`src/rtl/ser_tx_pkg.sv`:
```
package ser_tx_pkg;

    localparam int CHAR_W  = 8;
    localparam int FRAME_W = CHAR_W + 3;               // start + data + parity + stop
    localparam int IDX_W   = $clog2(FRAME_W + 1);

    typedef enum logic [1:0] {
        ST_IDLE,
        ST_ARM,
        ST_SHIFT
    } tx_state_t;

    typedef struct packed {
        logic lsb_first;
        logic sclk_pol;
        logic sync_mode;
        logic parity_en;
        logic data_inv;
    } tx_cfg_t;

    function automatic logic even_par_bit(input logic [CHAR_W-1:0] bits);
        return ^bits;
    endfunction

endpackage

```
`src/rtl/tx_bit_strobe.sv`:
```
module tx_bit_strobe (
    input  logic clk,
    input  logic rst,
    input  logic sync_mode,
    input  logic sclk_pol,
    input  logic baud_tick,
    input  logic sclk,
    output logic bit_stb
);
    logic sclk_q;
    logic sclk_edge;
    logic sclk_active;

    always_ff @(posedge clk) begin
        if (rst) sclk_q <= 1'b0;
        else     sclk_q <= sclk;
    end

    // An edge whose new level differs from the polarity setting is the active one.
    assign sclk_edge   = sclk ^ sclk_q;
    assign sclk_active = sclk_edge & (sclk ^ sclk_pol);
    assign bit_stb     = sync_mode ? sclk_active : baud_tick;
endmodule

```
`src/rtl/tx_frame_pack.sv`:
```
module tx_frame_pack
    import ser_tx_pkg::*;
#(
    parameter int DATA_W = CHAR_W,
    parameter int FW     = DATA_W + 3,
    parameter int CW     = $clog2(FW + 1)
) (
    input  logic [DATA_W-1:0] data,
    input  logic              lsb_first,
    input  logic              parity_en,
    input  logic              data_inv,
    output logic [FW-1:0]     frame,
    output logic [CW-1:0]     nbits
);
    logic [DATA_W-1:0] rev;
    logic [DATA_W-1:0] ordered;
    logic [DATA_W-1:0] line_bits;
    logic              par;

    for (genvar g = 0; g < DATA_W; g++) begin : g_rev
        assign rev[g] = data[DATA_W-1-g];
    end

    // Bit 0 of the frame vector leaves first.
    assign ordered   = lsb_first ? data : rev;
    assign line_bits = ordered ^ {DATA_W{data_inv}};
    assign par       = even_par_bit(line_bits);

    always_comb begin
        if (parity_en) begin
            frame = {1'b1, par, line_bits, 1'b0};
            nbits = CW'(FW);
        end else begin
            frame = {1'b1, 1'b1, line_bits, 1'b0};
            nbits = CW'(FW - 1);
        end
    end
endmodule

```
`src/rtl/tx_serializer.sv`:
```
module tx_serializer
    import ser_tx_pkg::*;
#(
    parameter int FW = FRAME_W,
    parameter int CW = $clog2(FW + 1)
) (
    input  logic          clk,
    input  logic          rst,
    input  logic          start,
    input  logic [FW-1:0] frame_in,
    input  logic [CW-1:0] nbits_in,
    input  logic          sync_in,
    input  logic          pol_in,
    input  logic          bit_stb,
    output logic          sync_q,
    output logic          pol_q,
    output logic          ready,
    output logic          txd,
    output logic          done
);
    tx_state_t     state;
    logic [FW-1:0] shreg;
    logic [CW-1:0] idx;
    logic [CW-1:0] nbits_q;

    assign ready = (state == ST_IDLE);

    always_ff @(posedge clk) begin
        if (rst) begin
            state   <= ST_IDLE;
            shreg   <= '1;
            idx     <= '0;
            nbits_q <= '0;
            sync_q  <= 1'b0;
            pol_q   <= 1'b0;
            txd     <= 1'b1;
            done    <= 1'b0;
        end else begin
            done <= 1'b0;
            unique case (state)
                ST_IDLE: begin
                    if (start) begin
                        shreg   <= frame_in;
                        nbits_q <= nbits_in;
                        sync_q  <= sync_in;
                        pol_q   <= pol_in;
                        state   <= ST_ARM;
                    end
                end
                ST_ARM: begin
                    if (bit_stb) begin
                        txd   <= shreg[0];
                        shreg <= {1'b1, shreg[FW-1:1]};
                        idx   <= '0;
                        state <= ST_SHIFT;
                    end
                end
                ST_SHIFT: begin
                    if (bit_stb) begin
                        if (idx == nbits_q - CW'(1)) begin
                            txd   <= 1'b1;
                            done  <= 1'b1;
                            state <= ST_IDLE;
                        end else begin
                            txd   <= shreg[0];
                            shreg <= {1'b1, shreg[FW-1:1]};
                            idx   <= idx + CW'(1);
                        end
                    end
                end
                default: state <= ST_IDLE;
            endcase
        end
    end
endmodule

```
`src/rtl/ser_tx_top.sv`:
```
module ser_tx_top
    import ser_tx_pkg::*;
#(
    parameter int DATA_W = CHAR_W,
    localparam int FW    = DATA_W + 3,
    localparam int CW    = $clog2(FW + 1)
) (
    input  logic              clk,
    input  logic              rst,
    input  logic [DATA_W-1:0] tx_data,
    input  logic              tx_valid,
    output logic              tx_ready,
    input  logic              cfg_lsb_first,
    input  logic              cfg_sclk_pol,
    input  logic              cfg_sync_mode,
    input  logic              cfg_parity_en,
    input  logic              cfg_data_inv,
    input  logic              baud_tick,
    input  logic              sclk,
    output logic              txd,
    output logic              tx_done
);
    tx_cfg_t       cfg;
    logic [FW-1:0] frame;
    logic [CW-1:0] nbits;
    logic          sync_q;
    logic          pol_q;
    logic          bit_stb;
    logic          accept;

    assign cfg = '{lsb_first: cfg_lsb_first, sclk_pol: cfg_sclk_pol,
                   sync_mode: cfg_sync_mode, parity_en: cfg_parity_en,
                   data_inv: cfg_data_inv};

    assign accept = tx_valid & tx_ready;

    tx_frame_pack #(.DATA_W(DATA_W), .FW(FW), .CW(CW)) u_pack (
        .data      (tx_data),
        .lsb_first (cfg.lsb_first),
        .parity_en (cfg.parity_en),
        .data_inv  (cfg.data_inv),
        .frame     (frame),
        .nbits     (nbits)
    );

    tx_bit_strobe u_stb (
        .clk       (clk),
        .rst       (rst),
        .sync_mode (sync_q),
        .sclk_pol  (pol_q),
        .baud_tick (baud_tick),
        .sclk      (sclk),
        .bit_stb   (bit_stb)
    );

    tx_serializer #(.FW(FW), .CW(CW)) u_ser (
        .clk      (clk),
        .rst      (rst),
        .start    (accept),
        .frame_in (frame),
        .nbits_in (nbits),
        .sync_in  (cfg.sync_mode),
        .pol_in   (cfg.sclk_pol),
        .bit_stb  (bit_stb),
        .sync_q   (sync_q),
        .pol_q    (pol_q),
        .ready    (tx_ready),
        .txd      (txd),
        .done     (tx_done)
    );
endmodule

```
`config.mk`:
```
export PLATFORM = sky130hd
export DESIGN_NAME = ser_tx_top
export DESIGN_NICKNAME = d
export VERILOG_FILES = /design/src/rtl/ser_tx_pkg.sv /design/src/rtl/tx_bit_strobe.sv /design/src/rtl/tx_frame_pack.sv /design/src/rtl/tx_serializer.sv /design/src/rtl/ser_tx_top.sv
export SDC_FILE = /design/constraint.sdc
export NUM_CORES = 1
export LEC_CHECK = 0
export CAP_MARGIN = 10
export CORE_ASPECT_RATIO = 0.6
export CORE_MARGIN = 2
export CORE_UTILIZATION = 35
export CTS_CLUSTER_SIZE = 10
export DETAILED_ROUTE_END_ITERATION = 16
export SLEW_MARGIN = 20
export SYNTH_ARGS = -nofsm -noshare
export SYNTH_HDL_FRONTEND = slang
export SYNTH_SLANG_ARGS = --single-unit
```
`constraint.sdc`:
```
create_clock -name clk -period 2.6 [get_ports clk]
set_clock_uncertainty 0.2 [all_clocks]
set_input_delay 0.52 -clock clk [delete_from_list [all_inputs] [get_ports clk]]
set_output_delay 0.52 -clock clk [all_outputs]
set_load 0.005 [all_outputs]
```
==> results of run 1 <==
-- final timing paths --
kind | start | endpoint | cells after the start
min | u_ser.txd | u_ser.txd | 1
min reg2reg | u_ser.txd | u_ser.txd | 1
max reg2reg | u_ser.nbits_q[0] | u_ser.state[1] | 7
max | u_ser.nbits_q[0] | u_ser.state[1] | 7
-- through the flow --
stage                     setup WS, ns  utilization, %  hold WS (ns)
final                            0.260            45.3         0.278
after global routing            0.0977            45.3         0.290
after CTS                        0.272            45.3         0.276
after detailed placement         0.125            44.1         0.256
after global placement           0.180            44.1         0.253
after floorplan                  0.492               -         0.245
-- flip-flops by register name, indices dropped and copies added, names as in the netlist --
| signal | count |
|---|---|
| u_ser.pol_q | 1 |
| u_ser.state | 2 |
| u_ser.txd | 1 |
| u_stb.sclk_q | 1 |
| u_ser.shreg | 10 |
| u_ser.nbits_q | 2 |
| u_ser.done | 1 |
| u_ser.idx | 4 |
| u_ser.sync_q | 1 |
-- per-layer routing --
| layer | wire (um) | track usage (%) |
|---|---|---|
| met1 | 1580 | 18.8 |
| met2 | 1160 | 18.9 |
| met3 | 96 | 4.84 |
| met4 | 7 | 3.70 |
| met5 | 0 | 0 |
-- where the power goes --
part	internal, mW	leakage (nW)	switching (mW)
Combinational	0.183	0.445	0.198
Sequential	0.412	0.189	0.0335
Clock	0.109	0.0228	0.112
Total	0.704	0.657	0.343
-- logic make-up (layout without fill, tap and decap cells) --
| group | count (synthesis) | count (layout) | share of synthesized area, % |
|---|---|---|---|
| AND/OR/NAND/NOR | 51 | 51 | 18.4 |
| AO/OA/AOI/OAI | 30 | 30 | 13.9 |
| buffers and inverters | 15 | 34 | 4.59 |
| XOR/XNOR | 19 | 19 | 11.7 |
| flip-flops | 23 | 23 | 32.5 |
| multiplexers | 18 | 18 | 12.7 |
| adder cells (fa/ha/maj) | 7 | 7 | 6.18 |
-- worst max-delay path: stages (launching register included) --
cell	delay (ns)
dfxtp_1	0.41
inv_1	0.06
ha_1	0.30
xnor2_1	0.16
nor4_4	0.48
a21oi_2	0.16
or3b_1	0.37
a21oi_1	0.12
-- synth_stat cells, drive strengths merged, types with 4 or more instances --
cell	n	area (um2)
nor2	24	90.1
dfxtp	23	460
mux2i	18	180
a21oi	11	58.8
xor2	10	87.6
xnor2	9	78.8
a211oi	8	60.1
ha	7	87.6
inv	7	26.3
clkbuf	6	22.5
nand2	6	22.5
nand3	5	25.0
nor3	4	20.0
o21ai	4	20.0
-- layout by cell type, fill, tap and decap left out, types with 5 or more instances in the layout --
cell type        Yosys  final
nand3_1              5      5
xnor2_1              9      9
nor2_1              24     24
ha_1                 7      7
a21oi_1             10     10
a211oi_1             8      8
xor2_1              10     10
nand2_1              6      6
inv_1                7      7
clkdlybuf4s50_1      0     20
dfxtp_1             23     23
mux2i_1             18     18
-- area by class of cell --
class                   instances  area [um2]
clock buffers                   4        45.0
fillers                       372        2060
inverters                       7        26.3
multi-input cells             125         891
flip-flops and latches         23         460
well taps                      47        58.8
repair buffers                 23         223
==> impl_metrics.ini, run 1 <==
[floorplanning]
fp.dieW_um = 86.1
fp.dieH_um = 53.3
design.die.area_um2 = 4590
core_area_um2 = 3760
row_count = 17
start_util_pct = 37.6
io_pins = 21

[synthesis]
ys_seq_area_share_pct = 32.5
synth_ff_type = dfxtp_1
yosys_warnings = 0
synth_edf_count = 0
ys_ff_latch = 23
yosys.cell_types.count = 31
avgSynthCellArea_um2 = 8.69
async_flop_share_pct = 0
syn-cell-area_um2 = 1420
netlist_instances = 163
syn_nets = 188

[critical_path]
cp.arrival_ns = 2.34
worstSetupPathType = flip-flop to flip-flop
endpoint_kind = flip-flop
r2r_setup_slack_ns = 0.26
start_kind = flip-flop
worst-endpoint-required_ns = 2.60
crit_fanout = 6

[global_routing]
grt_pass1_wl_um = 4710
grt-ovfl-total = 0
gr-usage-all-layers_pct = 13.3
grt_max_degree = 20
grt_pass1_vias = 1016
antenna_found_initial = 0

[sta]
fmax_mhz = 427
finalCritPeriodShare_pct = 90.0
rsz0062_at_grt = no
drv_slew = 0
period_minus_slack_ns = 2.34
setup_viol = 0
tightest_slew_ns = 0.546
relSlewSlack_pct = 63.6
fin_setup_tns_ns = 0
finalHoldViolCount = 0

[route]
drc = 0
wirelength_um = 2850
vias = 1145
initialDrtViolationCount = 32
routedWlPerCell_um = 12.4
antenna_left = 0
via_per_inst = 5.00
drtPass1Iterations = 4

[clocking]
post_cts_buffers = 0
cts_buffers = 3
clk_pin_slew_ns = 0.08
cts_root_buffer = clkbuf_8
tritoncts = done
cts_buffer_depth = 2
cts_hold_buf = 0
h-tree-depth = 1
cts_sinks = 23
insertion_delay_ns = 0.26
cts_resized = 0

[placed_design]
placedCellCount = 225
dpl.hpwl_um = 2200
post_dp_cell_area_um2 = 1660
routabilityCongestion = 0.797
io_buffers = 20

[power]
cellLeakagePower_nw = 0.657
power_mw = 1.05
power-per-cell-area_nw_per_um2 = 614
ir_worst_vdd_uv = 263

[layout]
syn_to_final_growth_pct = 20.3
final_layout_size_suffix_gt1_share_pct = 4.95
fin_area_um2 = 1700
final_cells = 229
diodes = 0
fin_nets = 208

[hold_path]
min_path_type = flip-flop to flip-flop

[run]
drv_cap = 0

[run_status]
status = finished, final reports clean
Note: power is estimated with default switching activity, not from simulation.
==> run 2: changes to the inputs <==
- CORE_ASPECT_RATIO: 0.6 -> 1.1
- DONT_BUFFER_PORTS: unset -> 1
- clock period: 2.6 -> 1.9 ns (I/O delays scaled with it)
==> run 2 against run 1 <==
The run now ends with hold timing, setup timing left; sequential share of layout area up 0.88 points; first-iteration DRC count rose by 3.1%; final area shrank 2.3%; critical path type unchanged; critical endpoint unchanged; highest routed layer unchanged.
==> impl_metrics.ini, run 2 (same netlist as run 1, synthesis figures left out) <==
[run_status]
status = finished, violations left
violations = hold timing, setup timing

[critical_path]
endpoint_kind = flip-flop
worstSetupPathType = flip-flop to flip-flop
start_kind = flip-flop
r2r_setup_slack_ns = -0.1
crit_fanout = 4
cp.arrival_ns = 1.99
rr_startpoint = u_ser.nbits_q[0]
reg2reg_depth = 7
reg2reg_to = u_ser.state[1]
worst-endpoint-required_ns = 1.89

[floorplanning]
fp.dieW_um = 64.7
core_area_um2 = 3930
start_util_pct = 36.0
row_count = 24
io_pins = 21
design.die.area_um2 = 4570
fp.dieH_um = 70.7

[hold_path]
hold_path_depth = 1
min_path_type = input port to flip-flop
holdPathEnd = u_ser.nbits_q[0]
hold_start = rst

[clocking]
tritoncts = done
cts_buffers = 3
cts_buffer_depth = 2
h-tree-depth = 1
clk_pin_slew_ns = 0.08
insertion_delay_ns = 0.26
cts_root_buffer = clkbuf_8
cts_sinks = 23
cts_hold_buf = 1

[global_routing]
grt_max_degree = 33
grt_pass1_wl_um = 5090
grt-ovfl-total = 0
grt_pass1_vias = 1168
antenna_found_initial = 0
gr-usage-all-layers_pct = 14.1

[layout]
multi_input_area_um2 = 953
largest_reg_flops = 10
largest_register = u_ser.shreg
syn_to_final_growth_pct = 17.5
seq_area_um2 = 464
mostFrequentLayoutCell = nor2_1
final_cell_mix = 24 x nor2_1, 22 x dfxtp_1, 18 x mux2i_1
top_regs = u_ser.shreg (10), u_ser.idx (4)
diodes = 0
fin_nets = 197
n_fill_cell = 394
final_layout_size_suffix_gt1_share_pct = 17.0

[route]
routedWlPerCell_um = 13.0
wirelength_um = 2910
drtPass1Iterations = 4
antenna_left = 0
drc = 0
initialDrtViolationCount = 33
vias = 1140
via_per_inst = 5.11

[sta]
finalHoldViolCount = 6
fmax_mhz = 500
drv_slew = 0
whs_ns = -0.0296
finalCritPeriodShare_pct = 105
period_minus_slack_ns = 2.00
rsz0062_at_grt = yes
tightest_slew_ns = 0.423
worst_slack_ns = -0.0981
relSlewSlack_pct = 71.6
setup_viol = 16

[power]
power-per-cell-area_nw_per_um2 = 868
power_mw = 1.44
cellLeakagePower_nw = 0.642
ir_worst_vdd_uv = 275

[placed_design]
routabilityCongestion = 0.711
io_buffers = 0
dpl.hpwl_um = 2210

[run]
drv_cap = 0
-- run 2: changes by cell type in the layout (fill, tap and decap cells not counted), moves of 2 or more --
cell / delta
clkdlybuf4s50_1: -20
inv_2: +2
xnor2_1: -2
ha_1: -2
buf_4: +6
inv_1: -2
-- run 2: metal layers --
layer | GRT usage (%) | wire (um) | up-vias | share of wire (%)
met5 | 0 | 0 | - | 0
met4 | 3.55 | 12 | 0 | 0.41
met3 | 3.34 | 119 | 2 | 4.1
met2 | 27.5 | 1640 | 18 | 56
met1 | 14.9 | 1140 | 541 | 39
li1 | - | - | 579 | -
-- run 2: worst max-delay path by stage --
stage,start,to
floorplan,u_ser.nbits_q[0],u_ser.state[1]
global placement,u_ser.nbits_q[0],u_ser.shreg[9]
detailed placement,u_ser.nbits_q[1],u_ser.state[1]
CTS,u_ser.nbits_q[0],u_ser.state[1]
global route,u_ser.nbits_q[0],u_ser.state[1]
finish,u_ser.nbits_q[0],u_ser.state[1]
-- run 2: worst max-delay path: stages (launching register included) --
cell,delay [ns]
dfxtp_4,0.37
inv_2,0.04
ha_4,0.15
xor2_2,0.15
nor4_4,0.38
a21oi_2,0.13
or3b_1,0.37
a21oi_1,0.14
-- run 2: stage by stage --
step	utilization, %	cell area (um2)	TNS (ns)	setup slack [ns]	cells
6_report	42.3	1660	-0.811	-0.0981	223
5_1_grt	42.3	1660	-2.61	-0.214	223
4_1_cts	42.0	1650	-0.964	-0.116	223
3_5_place_dp	39.1	1540	-1.30	-0.134	215
3_3_place_gp	39.1	1540	-0.624	-0.0548	215
2_1_floorplan	-	1440	-0.0124	-0.0124	163
-- run 2: final cells by class --
class	count	share of cell area [%]
clock buffers	3	2.48
clock inverters	1	0.301
inverters	7	1.58
multi-input cells	125	57.3
flip-flops and latches	23	27.9
well taps	52	3.91
repair buffers	12	6.54
-- run 2: where the power goes --
group / internal, mW / switching (mW)
Combinational: 0.275 / 0.258
Clock: 0.146 / 0.151
Sequential: 0.564 / 0.0513
-- run 2: what timing repair did --
item,CTS,global route
gates cloned,0,0
pin swaps,4,1
hold endpoints to repair,10,9
setup endpoints to repair,14,18
gates resized for setup,6,4
setup buffers,3,0
